==> config.mk <==
export PLATFORM = sky130hd
export DESIGN_NAME = pin_role_ctrl
export DESIGN_NICKNAME = d
export VERILOG_FILES = /design/src/rtl/pinrole_pkg.sv /design/src/rtl/pinrole_sync.sv /design/src/rtl/pinrole_seq.sv /design/src/rtl/pinrole_route.sv /design/src/rtl/pin_role_ctrl.sv
export SDC_FILE = /design/constraint.sdc
export NUM_CORES = 1
export LEC_CHECK = 0
export CAP_MARGIN = 10
export CORE_ASPECT_RATIO = 0.8
export CORE_MARGIN = 3
export CORE_UTILIZATION = 30
export DETAILED_ROUTE_END_ITERATION = 16
export DONT_BUFFER_PORTS = 1
export SLEW_MARGIN = 10
export SYNTH_ARGS = -nofsm -noshare
export SYNTH_HDL_FRONTEND = slang
export SYNTH_HIERARCHICAL = 1
export SYNTH_SLANG_ARGS = --single-unit
==> constraint.sdc <==
create_clock -name clk -period 1.7 [get_ports clk]
set_input_delay 0.255 -clock clk [delete_from_list [all_inputs] [get_ports clk]]
set_output_delay 0.255 -clock clk [all_outputs]
set_load 0.005 [all_outputs]
==> src/rtl/pinrole_pkg.sv <==
package pinrole_pkg;

    localparam int CFG_W = 2;

    typedef enum logic [1:0] {
        PH_CAPTURE = 2'd0,
        PH_INIT    = 2'd1,
        PH_RUN     = 2'd2
    } phase_e;

    typedef enum logic [1:0] {
        ROLE_SPI_MASTER = 2'd0,
        ROLE_SPI_SLAVE  = 2'd1,
        ROLE_MONITOR    = 2'd2
    } role_e;

    function automatic logic xover_for(input logic [CFG_W-1:0] mode);
        return (mode == 2'd2) || (mode == 2'd3);
    endfunction

endpackage

==> src/rtl/pinrole_sync.sv <==
module pinrole_sync #(
    parameter int W      = 1,
    parameter int STAGES = 2
) (
    input  logic         clk,
    input  logic [W-1:0] d_i,
    output logic [W-1:0] q_o
);

    logic [W-1:0] stg [STAGES];

    always_ff @(posedge clk) begin
        stg[0] <= d_i;
    end

    generate
        for (genvar i = 1; i < STAGES; i++) begin : g_stage
            always_ff @(posedge clk) begin
                stg[i] <= stg[i-1];
            end
        end
    endgenerate

    assign q_o = stg[STAGES-1];

endmodule

==> src/rtl/pinrole_seq.sv <==
module pinrole_seq
    import pinrole_pkg::*;
(
    input  logic             clk,
    input  logic             rst_n,
    input  logic             init_done_i,
    input  logic [CFG_W-1:0] strap_i,
    input  logic [CFG_W-1:0] ostage_i,
    output logic [CFG_W-1:0] mode_o,
    output logic             run_o,
    output logic             mismatch_o
);

    phase_e            state_q, state_d;
    logic [CFG_W-1:0]  cfg_q;

    // State register
    always_ff @(posedge clk or negedge rst_n) begin
        if (!rst_n) state_q <= PH_CAPTURE;
        else        state_q <= state_d;
    end

    always_comb begin
        state_d = state_q;
        unique case (state_q)
            PH_CAPTURE: state_d = PH_INIT;
            PH_INIT:    state_d = init_done_i ? PH_RUN : PH_INIT;
            PH_RUN:     state_d = PH_RUN;
            default:    state_d = PH_CAPTURE;
        endcase
    end

    // Strap capture register, written only in the capture phase
    always_ff @(posedge clk or negedge rst_n) begin
        if (!rst_n)                    cfg_q <= '0;
        else if (state_q == PH_CAPTURE) cfg_q <= strap_i;
    end

    // Outputs
    always_comb begin
        mode_o     = cfg_q;
        run_o      = (state_q == PH_RUN);
        mismatch_o = (state_q != PH_CAPTURE) && (ostage_i != cfg_q);
    end


    capture_latch_chk: assert property (@(posedge clk) disable iff (!rst_n)
        (state_q == PH_CAPTURE) |=> (cfg_q == $past(strap_i)));


    cfg_hold_chk: assert property (@(posedge clk) disable iff (!rst_n)
        (state_q != PH_CAPTURE) |=> $stable(cfg_q));


    run_sticky_chk: assert property (@(posedge clk) disable iff (!rst_n)
        (state_q == PH_RUN) |=> (state_q == PH_RUN));


    init_wait_chk: assert property (@(posedge clk) disable iff (!rst_n)
        (state_q == PH_INIT && !init_done_i) |=> (state_q == PH_INIT));

endmodule

==> src/rtl/pinrole_route.sv <==
module pinrole_route
    import pinrole_pkg::*;
(
    input  logic clk,
    input  logic rst_n,
    input  logic run_i,
    input  logic mismatch_i,
    input  logic fault_i,
    input  logic psync_i,
    input  logic spi_sck_i,
    input  logic spi_out_i,
    input  logic temp_io_out_i,
    input  logic temp_io_oe_i,
    input  logic sck_pad_i,
    input  logic miso_pad_i,
    input  logic mosi_pad_i,
    input  logic nss_pad_i,
    input  logic enc_a_s_i,
    input  logic enc_b_s_i,
    output logic cfg0_pad_o,
    output logic cfg0_pad_oe_o,
    output logic cfg1_pad_o,
    output logic cfg1_pad_oe_o,
    output logic sck_pad_o,
    output logic sck_pad_oe_o,
    output logic miso_pad_o,
    output logic miso_pad_oe_o,
    output logic mosi_pad_o,
    output logic mosi_pad_oe_o,
    output logic spi_in_o,
    output logic spi_ss_n_o,
    output logic enc_a_o,
    output logic enc_b_o,
    output logic temp_ref_o,
    output logic temp_io_in_o
);

    role_e role;

    always_comb begin
        if (run_i)          role = ROLE_MONITOR;
        else if (nss_pad_i) role = ROLE_SPI_MASTER;
        else                role = ROLE_SPI_SLAVE;
    end

    always_comb begin
        cfg0_pad_o    = 1'b1;
        cfg0_pad_oe_o = 1'b0;
        cfg1_pad_o    = 1'b0;
        cfg1_pad_oe_o = 1'b0;
        sck_pad_o     = 1'b0;
        sck_pad_oe_o  = 1'b0;
        miso_pad_o    = 1'b0;
        miso_pad_oe_o = 1'b0;
        mosi_pad_o    = 1'b0;
        mosi_pad_oe_o = 1'b0;
        spi_in_o      = 1'b0;
        spi_ss_n_o    = 1'b1;
        enc_a_o       = 1'b0;
        enc_b_o       = 1'b0;
        temp_ref_o    = 1'b0;
        temp_io_in_o  = 1'b0;
        unique case (role)
            ROLE_SPI_MASTER: begin
                sck_pad_o     = spi_sck_i;
                sck_pad_oe_o  = 1'b1;
                spi_ss_n_o    = nss_pad_i;
                mosi_pad_o    = spi_out_i;
                mosi_pad_oe_o = 1'b1;
                spi_in_o      = miso_pad_i;
            end
            ROLE_SPI_SLAVE: begin
                sck_pad_o     = spi_sck_i;
                sck_pad_oe_o  = 1'b1;
                spi_ss_n_o    = nss_pad_i;
                miso_pad_o    = spi_out_i;
                miso_pad_oe_o = 1'b1;
                spi_in_o      = mosi_pad_i;
            end
            ROLE_MONITOR: begin
                cfg0_pad_o    = ~(fault_i | mismatch_i);
                cfg0_pad_oe_o = 1'b1;
                cfg1_pad_o    = psync_i;
                cfg1_pad_oe_o = 1'b1;
                enc_a_o       = enc_a_s_i;
                enc_b_o       = enc_b_s_i;
                temp_ref_o    = sck_pad_i;
                mosi_pad_o    = temp_io_out_i;
                mosi_pad_oe_o = temp_io_oe_i;
                temp_io_in_o  = mosi_pad_i;
            end
            default: ;
        endcase
    end


    fault_low_chk: assert property (@(posedge clk) disable iff (!rst_n)
        (run_i && mismatch_i) |-> (cfg0_pad_oe_o && !cfg0_pad_o));


    master_dir_chk: assert property (@(posedge clk) disable iff (!rst_n)
        (!run_i && nss_pad_i) |-> (mosi_pad_oe_o && !miso_pad_oe_o));


    cfg_input_chk: assert property (@(posedge clk) disable iff (!rst_n)
        !run_i |-> (!cfg0_pad_oe_o && !cfg1_pad_oe_o));

endmodule

==> src/rtl/pin_role_ctrl.sv <==
module pin_role_ctrl
    import pinrole_pkg::*;
#(
    parameter int SYNC_STAGES = 2
) (
    input  logic       clk,
    input  logic       rst_n,
    input  logic       init_done_i,
    input  logic       cfg0_pad_i,
    input  logic       cfg1_pad_i,
    input  logic       ostage0_i,
    input  logic       ostage1_i,
    input  logic       fault_i,
    input  logic       psync_i,
    input  logic       spi_sck_i,
    input  logic       spi_out_i,
    input  logic       temp_io_out_i,
    input  logic       temp_io_oe_i,
    input  logic       sck_pad_i,
    input  logic       miso_pad_i,
    input  logic       mosi_pad_i,
    input  logic       nss_pad_i,
    output logic       cfg0_pad_o,
    output logic       cfg0_pad_oe_o,
    output logic       cfg1_pad_o,
    output logic       cfg1_pad_oe_o,
    output logic       sck_pad_o,
    output logic       sck_pad_oe_o,
    output logic       miso_pad_o,
    output logic       miso_pad_oe_o,
    output logic       mosi_pad_o,
    output logic       mosi_pad_oe_o,
    output logic       spi_in_o,
    output logic       spi_ss_n_o,
    output logic       enc_a_o,
    output logic       enc_b_o,
    output logic       temp_ref_o,
    output logic       temp_io_in_o,
    output logic [1:0] mode_o,
    output logic       xover_en_o,
    output logic       strap_mismatch_o,
    output logic       run_o
);

    localparam int ENC_W = 2;

    logic [CFG_W-1:0] strap_s, ostage_s, mode_w;
    logic [ENC_W-1:0] enc_s;
    logic             run_w, mismatch_w;

    pinrole_sync #(.W(CFG_W), .STAGES(SYNC_STAGES)) u_strap_sync (
        .clk (clk),
        .d_i ({cfg1_pad_i, cfg0_pad_i}),
        .q_o (strap_s)
    );

    pinrole_sync #(.W(CFG_W), .STAGES(SYNC_STAGES)) u_ostage_sync (
        .clk (clk),
        .d_i ({ostage1_i, ostage0_i}),
        .q_o (ostage_s)
    );

    pinrole_sync #(.W(ENC_W), .STAGES(SYNC_STAGES)) u_enc_sync (
        .clk (clk),
        .d_i ({miso_pad_i, nss_pad_i}),
        .q_o (enc_s)
    );

    pinrole_seq u_seq (
        .clk         (clk),
        .rst_n       (rst_n),
        .init_done_i (init_done_i),
        .strap_i     (strap_s),
        .ostage_i    (ostage_s),
        .mode_o      (mode_w),
        .run_o       (run_w),
        .mismatch_o  (mismatch_w)
    );

    pinrole_route u_route (
        .clk           (clk),
        .rst_n         (rst_n),
        .run_i         (run_w),
        .mismatch_i    (mismatch_w),
        .fault_i       (fault_i),
        .psync_i       (psync_i),
        .spi_sck_i     (spi_sck_i),
        .spi_out_i     (spi_out_i),
        .temp_io_out_i (temp_io_out_i),
        .temp_io_oe_i  (temp_io_oe_i),
        .sck_pad_i     (sck_pad_i),
        .miso_pad_i    (miso_pad_i),
        .mosi_pad_i    (mosi_pad_i),
        .nss_pad_i     (nss_pad_i),
        .enc_a_s_i     (enc_s[0]),
        .enc_b_s_i     (enc_s[1]),
        .cfg0_pad_o    (cfg0_pad_o),
        .cfg0_pad_oe_o (cfg0_pad_oe_o),
        .cfg1_pad_o    (cfg1_pad_o),
        .cfg1_pad_oe_o (cfg1_pad_oe_o),
        .sck_pad_o     (sck_pad_o),
        .sck_pad_oe_o  (sck_pad_oe_o),
        .miso_pad_o    (miso_pad_o),
        .miso_pad_oe_o (miso_pad_oe_o),
        .mosi_pad_o    (mosi_pad_o),
        .mosi_pad_oe_o (mosi_pad_oe_o),
        .spi_in_o      (spi_in_o),
        .spi_ss_n_o    (spi_ss_n_o),
        .enc_a_o       (enc_a_o),
        .enc_b_o       (enc_b_o),
        .temp_ref_o    (temp_ref_o),
        .temp_io_in_o  (temp_io_in_o)
    );

    assign mode_o           = mode_w;
    assign xover_en_o       = xover_for(mode_w);
    assign strap_mismatch_o = mismatch_w;
    assign run_o            = run_w;


    xover_mode_chk: assert property (@(posedge clk) disable iff (!rst_n)
        xover_en_o |-> mode_o[1]);

endmodule

==> summary.md, run 1 <==
| Metric | Value |
|---|---|
| Status | finished, final reports clean |
| Placer's final routability congestion estimate | 0.573 |
| Top post-synthesis cells by area | dfxtp_1, dfrtp_1, buf_4, and2_1, mux2_1 |
| Post-synth top area share | between 40% and 50% |
| Post-synthesis cell count | 53 |
| Final HPWL DP | 748 um |
| DP Area | 576 um^2 |
| Final setup vio count | 0 |
| Die H | approximately 45 um |
| Crit path kind | register to output port |
| WHS | just over 0.06 ns |
| Mapped Area | 583 um^2 |
| Commonest non-fill, non-tap cell in the layout | dfxtp_1 |
| Startpoint Class | register |
| Clk sinks | 16 |
| CTS buffer count | 3 |
| FP Rows | 13 |
| Wire per inst | 12.3 um |
| Power Dens Cells | 1500 mW/mm^2 |
| Reg2reg path depth | 2 |
| Clk root buf | clkbuf_4 |
| Leading area contributor after synthesis | dfxtp_1 |
| H-tree depth | 1 |
| Critical path arrival | 1.35 ns |
| CTS tree | done |
| Required @ worst endpoint | 1.44 ns |
| Layout cell share with drive strength beyond 1 | 22.4% |
| Worst skew pair latency | around 0.27 ns |
| Max transition margin | just under 80% |
| EDFF count, synth | 0 |
| Final clock skew | around 0.0021 ns |
| Pin count of the biggest net entering global routing | 11 |
| Crit-path max FO | 4 |
| Shortest period the worst path allows | roughly 1.6 ns |
| Worst-margin pin slew | 0.319 ns |
| RSZ-0062 raised after global routing | no |
| Fin crit share | 94.4% |
| FF-to-FF End | u_seq/mode_o[1] |
| DRT Wirelength | 984 um |
| Boundary Pins | 38 |
| Main synth FF type | dfxtp_1 |
| Die area | 0.00251 mm^2 |
| DRC Markers | 0 |
| Detailed Route Iter0 Violations | 13 |
| Most frequent cells in the layout | dfxtp_1, dlygate4sd3_1, and2_1, buf_4, dfrtp_1 |
| CP endpoint | cfg0_pad_o |
| Setup tns final | 0 ns |
| Count of cell types in the netlist | 21 |
| Vias per cell | 4.09 |
| VDD IR-drop max | 0.826 mV |
| Worst setup path startpoint | u_seq/mode_o[1] |
| Clock Path Buffers | 2 |
| GR Util All Layers | 8.48% |
| Max cap viols | 0 |
| Power Total | roughly 1000 uW |
| Initial antenna violation count | 0 |
| Final hold vios | 0 |
| Yosys warnings | 6 |
| Async set-reset flop share out of synthesis | approximately a quarter |
| Slew Viols, Final | 0 |
| Layout Nets | between 70 and 80 |
| Register area share after synthesis | 58.4% |
| Syn_nets | 70 |
| Fin area | 684 um^2 |
| CP Capture Type | output port |
| Flop2flop setup slack | 0.66 ns |
| Die width | 55.3 um |
| # diodes | 0 |
| Hold Crit Class | input port to register |
| Mean post-synth cell area | 11.0 um^2 |
| Area delta synth->final | 17.4% |
| Total grt overflow | 0 |
| I/O Buffers | 0 |
| Fmax | 623 MHz |
| Vias post-DR | 327 |
| Core Region | roughly 0.0017 mm^2 |
| P_leak | approximately 0.00029 uW |
| Vias in the first global route | 327 |
| Drt pass-1 iters | 2 |
| Worst-path clk slew | ~0.080 ns |
| Starting Density | 33.8% |
| Layout Utilization | 39.7% |
| First-pass GRT wire length | 1540 um |
| ANT nets after route | 0 |
| Reg-to-Reg Start | u_seq/state_q[1] |
| FF+latch count, synth | 16 |
## Yosys cell counts (all sizes together) (2+ instances only)
cell / count
dfxtp: 12
buf: 8
and2: 6
dfrtp: 4
mux2: 3
nand2: 3
a21oi: 2
clkbuf: 2
inv: 2
nor2: 2
o21ai: 2
xnor2: 2
## layout make-up
cell class / instances / area, um^2
multi-input combinational: 25 / 173
clock buffer: 4 / 36.3
sequential: 16 / 340
timing repair buffer: 11 / 100
inverter: 2 / 7.51
tap: 22 / 27.5
fill: 183 / 1040
## worst min path at each step
stage / startpoint / endpoint / slack (ns) / cells after the start
finish: init_done_i / u_seq/state_q[0] / 0.06 / 1
global route: init_done_i / u_seq/state_q[0] / 0.05 / 1
CTS: init_done_i / u_seq/state_q[0] / 0.05 / 1
detailed placement: rst_n / u_seq/state_q[1] / -0.04 / 0
global placement: rst_n / u_seq/state_q[1] / -0.04 / 0
floorplan: rst_n / u_seq/mode_o[0] / -0.04 / 0
## registers in the layout, summed over array words and instances (netlist names)
register and flops:
u_ostage_sync/stg 4, u_strap_sync/stg 4, u_enc_sync/stg 4, u_seq/mode_o 2
u_seq/state_q 2
## cell families (layout without fill, tap and decap cells)
group / Yosys count / count (layout) / share of synthesized area [%]
and+or+nand+nor: 14 / 14 / 14.0
xor gates and xnor gates: 2 / 2 / 3.00
DFF: 16 / 16 / 58.4
muxes: 4 / 4 / 7.51
buffers and inverters: 12 / 17 / 12.4
AOI/OAI and AO/OA: 5 / 5 / 4.72
## per-layer routing
metal	share of wire [%]	vias to the layer above	global-route usage, %
met2	54	15	15.3
met3	8.0	0	5.67
met1	38	144	8.39
met5	0	-	0
li1	-	168	-
met4	0	0	1.46
## metrics by stage
step | std cells | worst slack, ns
floorplan | 53 | 0.361
global placement | 69 | 0.393
detailed placement | 69 | 0.370
CTS | 80 | 0.0477
global route | 80 | 0.0155
finish | 80 | 0.0944
## critical path, cell delays in order, from the launching register on
cell and delay [ns]:
dfrtp_1 0.46, xnor2_1 0.16, a21oi_1 0.28, o21ai_0 0.18
## power by group
part	internal (uW)	switching [uW]	leakage [uW]
Clock	130	105	0.0000210
Combinational	148	142	0.000123
Sequential	439	65.3	0.000149
## repair_timing
| action | 4_1_cts | 5_1_grt |
|---|---|---|
| resized for setup | 0 | 1 |
| setup buffers | 0 | 0 |
| endpoints found under the hold margin | 10 | 0 |
| endpoints found under the setup margin | 0 | 6 |
| hold buffers | 7 | 0 |
(Power assumes the default switching activity.)
==> inputs of run 2 (changes only) <==
--- a/config.mk
+++ b/config.mk
@@ -11,6 +11,7 @@
 export CORE_UTILIZATION = 30
 export DETAILED_ROUTE_END_ITERATION = 16
 export DONT_BUFFER_PORTS = 1
+export RECOVER_POWER = 50
 export SLEW_MARGIN = 10
 export SYNTH_ARGS = -nofsm -noshare
 export SYNTH_HDL_FRONTEND = slang
==> results of run 2 <==
No change in the layout: final DEF, timing and power equal those of run 1.
==> inputs of run 3 (changes only) <==
--- a/config.mk
+++ b/config.mk
@@ -6,10 +6,9 @@
 export NUM_CORES = 1
 export LEC_CHECK = 0
 export CAP_MARGIN = 10
-export CORE_ASPECT_RATIO = 0.8
-export CORE_MARGIN = 3
-export CORE_UTILIZATION = 30
+export CORE_AREA = 3 3 40 42
 export DETAILED_ROUTE_END_ITERATION = 16
+export DIE_AREA = 0 0 43 45
 export DONT_BUFFER_PORTS = 1
 export RECOVER_POWER = 50
 export SLEW_MARGIN = 10
==> summary.md, run 3 (synthesized netlist as in run 1, its figures left out) <==
| Metric | Value |
|---|---|
| Placement-stage worst setup slack | 0.271 ns |
| CTS buffer count | 3 |
| Starting Density | 45.4% |
| Crit path kind | register to output port |
| Layout Nets | 76 |
| Worst path max stage delay | 0.39 ns |
| Final clock skew | approximately 0.0056 ns |
| Flop2flop setup slack | about 0.64 ns |
| Slowest CP cell | dfrtp_1 |
| Worst-margin pin slew | ~0.29 ns |
| I/O Buffers | 0 |
| Reg2reg path depth | 3 |
| Fill cells | 125 |
| Clock Path Buffers | 2 |
| Power Dens Cells | 1470 mW/mm^2 |
| FF-to-FF End | u_seq/state_q[1] |
| Crit-path max FO | 6 |
| Fin crit share | 93.4% |
| DRC Markers | 0 |
| Die area | 0.00194 mm^2 |
| Hold Crit Class | input port to register |
| Required @ worst endpoint | roughly 1.4 ns |
| Setup tns final | 0 ns |
| Final WS setup | approximately 0.11 ns |
| Most frequent cells in the layout | dfxtp_1, dlygate4sd3_1, and2_1, buf_4, dfrtp_1 |
| ANT nets after route | 0 |
| CTS tree | done |
| Boundary Pins | 38 |
| Worst skew pair latency | 0.28 ns |
| Final setup vio count | 0 |
| Vias per cell | 4.88 |
| Commonest non-fill, non-tap cell in the layout | dfxtp_1 |
| Final hold vios | 0 |
| Reg-to-Reg Start | u_seq/state_q[1] |
| Drt pass-1 iters | 1 |
| Wire per inst | roughly 14 um |
| RSZ-0062 raised after global routing | no |
| CP endpoint | sck_pad_o |
| Clk sinks | 16 |
| Total grt overflow | 0 |
| Clk root buf | clkbuf_4 |
| Vias post-DR | about 350 |
| # diodes | 0 |
| Die H | 45 um |
| Vias in the first global route | 367 |
| First-pass GRT wire length | approximately 1500 um |
| Layout cell share with drive strength beyond 1 | about a fifth |
| Startpoint Class | register |
| Detailed Route Iter0 Violations | 0 |
| Crit path cell chain | nor2b_2, buf_4, and2b_1 |
| GR Util All Layers | 11.4% |
| VDD IR-drop max | 0.712 mV |
| DRT Wirelength | slightly below 1000 um |
| Max transition margin | between 80% and 90% |
| Biggest regs | u_enc_sync/stg: 4 flops, u_ostage_sync/stg: 4 flops, u_strap_sync/stg: 4 flops |
| Die width | 43 um |
| Shortest period the worst path allows | approximately 1.6 ns |
| P_leak | around 0.00029 uW |
| Slew Viols, Final | 0 |
| WHS | 0.0687 ns |
| Worst setup path startpoint | u_seq/state_q[1] |
| Area delta synth->final | 13.5% |
| FP Rows | 13 |
| Worst hold start | init_done_i |
| H-tree depth | 1 |
| Status | finished, final reports clean |
| Worst-path clk slew | 0.07 ns |
| Initial antenna violation count | 0 |
| CP Capture Type | output port |
| Core Region | ~0.0013 mm^2 |
| Placer's final routability congestion estimate | between 0.7 and 0.8 |
| Critical path arrival | ~1.3 ns |
| Pin count of the biggest net entering global routing | 9 |
| Max cap viols | 0 |
| Fmax | 629 MHz |
run 3: worst min-delay path by stage:
stage                        to  slack [ns]  cells after the start
2_1_floorplan   u_seq/mode_o[0]       -0.04                      0
3_3_place_gp    u_seq/mode_o[0]       -0.04                      0
3_5_place_dp    u_seq/mode_o[0]       -0.04                      0
4_1_cts        u_seq/state_q[0]        0.05                      1
5_1_grt        u_seq/state_q[0]        0.05                      1
6_report       u_seq/state_q[0]        0.07                      1
run 3: per-layer routing:
layer	GRT usage, %	vias to the layer above	part of all wire (%)
met5	0	-	0
met2	21.0	19	58
met1	8.71	165	29
met4	7.23	0	1.9
met3	7.17	2	11
li1	-	165	-
run 3: worst max-delay path: cells and delay by family (launching register included):
family	cells	cell delay, ns
buffers and inverters	1	0.19
DFF	1	0.39
and+or+nand+nor	2	0.48
run 3: area by class of cell:
class / instances / area (um^2) / share of cell area (%)
Tap cell: 15 / 18.8 / 2.84
Timing Repair Buffer: 11 / 100 / 15.1
Sequential cell: 16 / 340 / 51.4
Multi-Input combinational cell: 25 / 173 / 26.1
Inverter: 2 / 7.51 / 1.13
Clock buffer: 3 / 22.5 / 3.40
run 3: repair_timing:
action | in CTS | in global routing
setup endpoints to repair | 3 | 0
gates resized for setup | 1 | 0
endpoints found under the hold margin | 10 | 0
setup buffers | 0 | 0
hold buffers | 7 | 0
run 3: stage by stage:
| step | power, uW | std cells | instance area (um^2) | utilization (%) |
|---|---|---|---|---|
| 2_1_floorplan | 735 | 53 | 583 | - |
| 3_3_place_gp | 779 | 62 | 567 | 44.1 |
| 5_1_grt | 1060 | 72 | 662 | 51.5 |
| 3_5_place_dp | 798 | 62 | 567 | 44.1 |
| 4_1_cts | 1000 | 72 | 662 | 51.5 |
| 6_report | 976 | 72 | 662 | 51.5 |
run 3: where the power goes:
group | switching (uW) | total [uW] | internal (uW)
combinational | 145 | 294 | 149
clock | 97.4 | 179 | 82.1
sequential | 64.0 | 503 | 439
total | 307 | 976 | 670
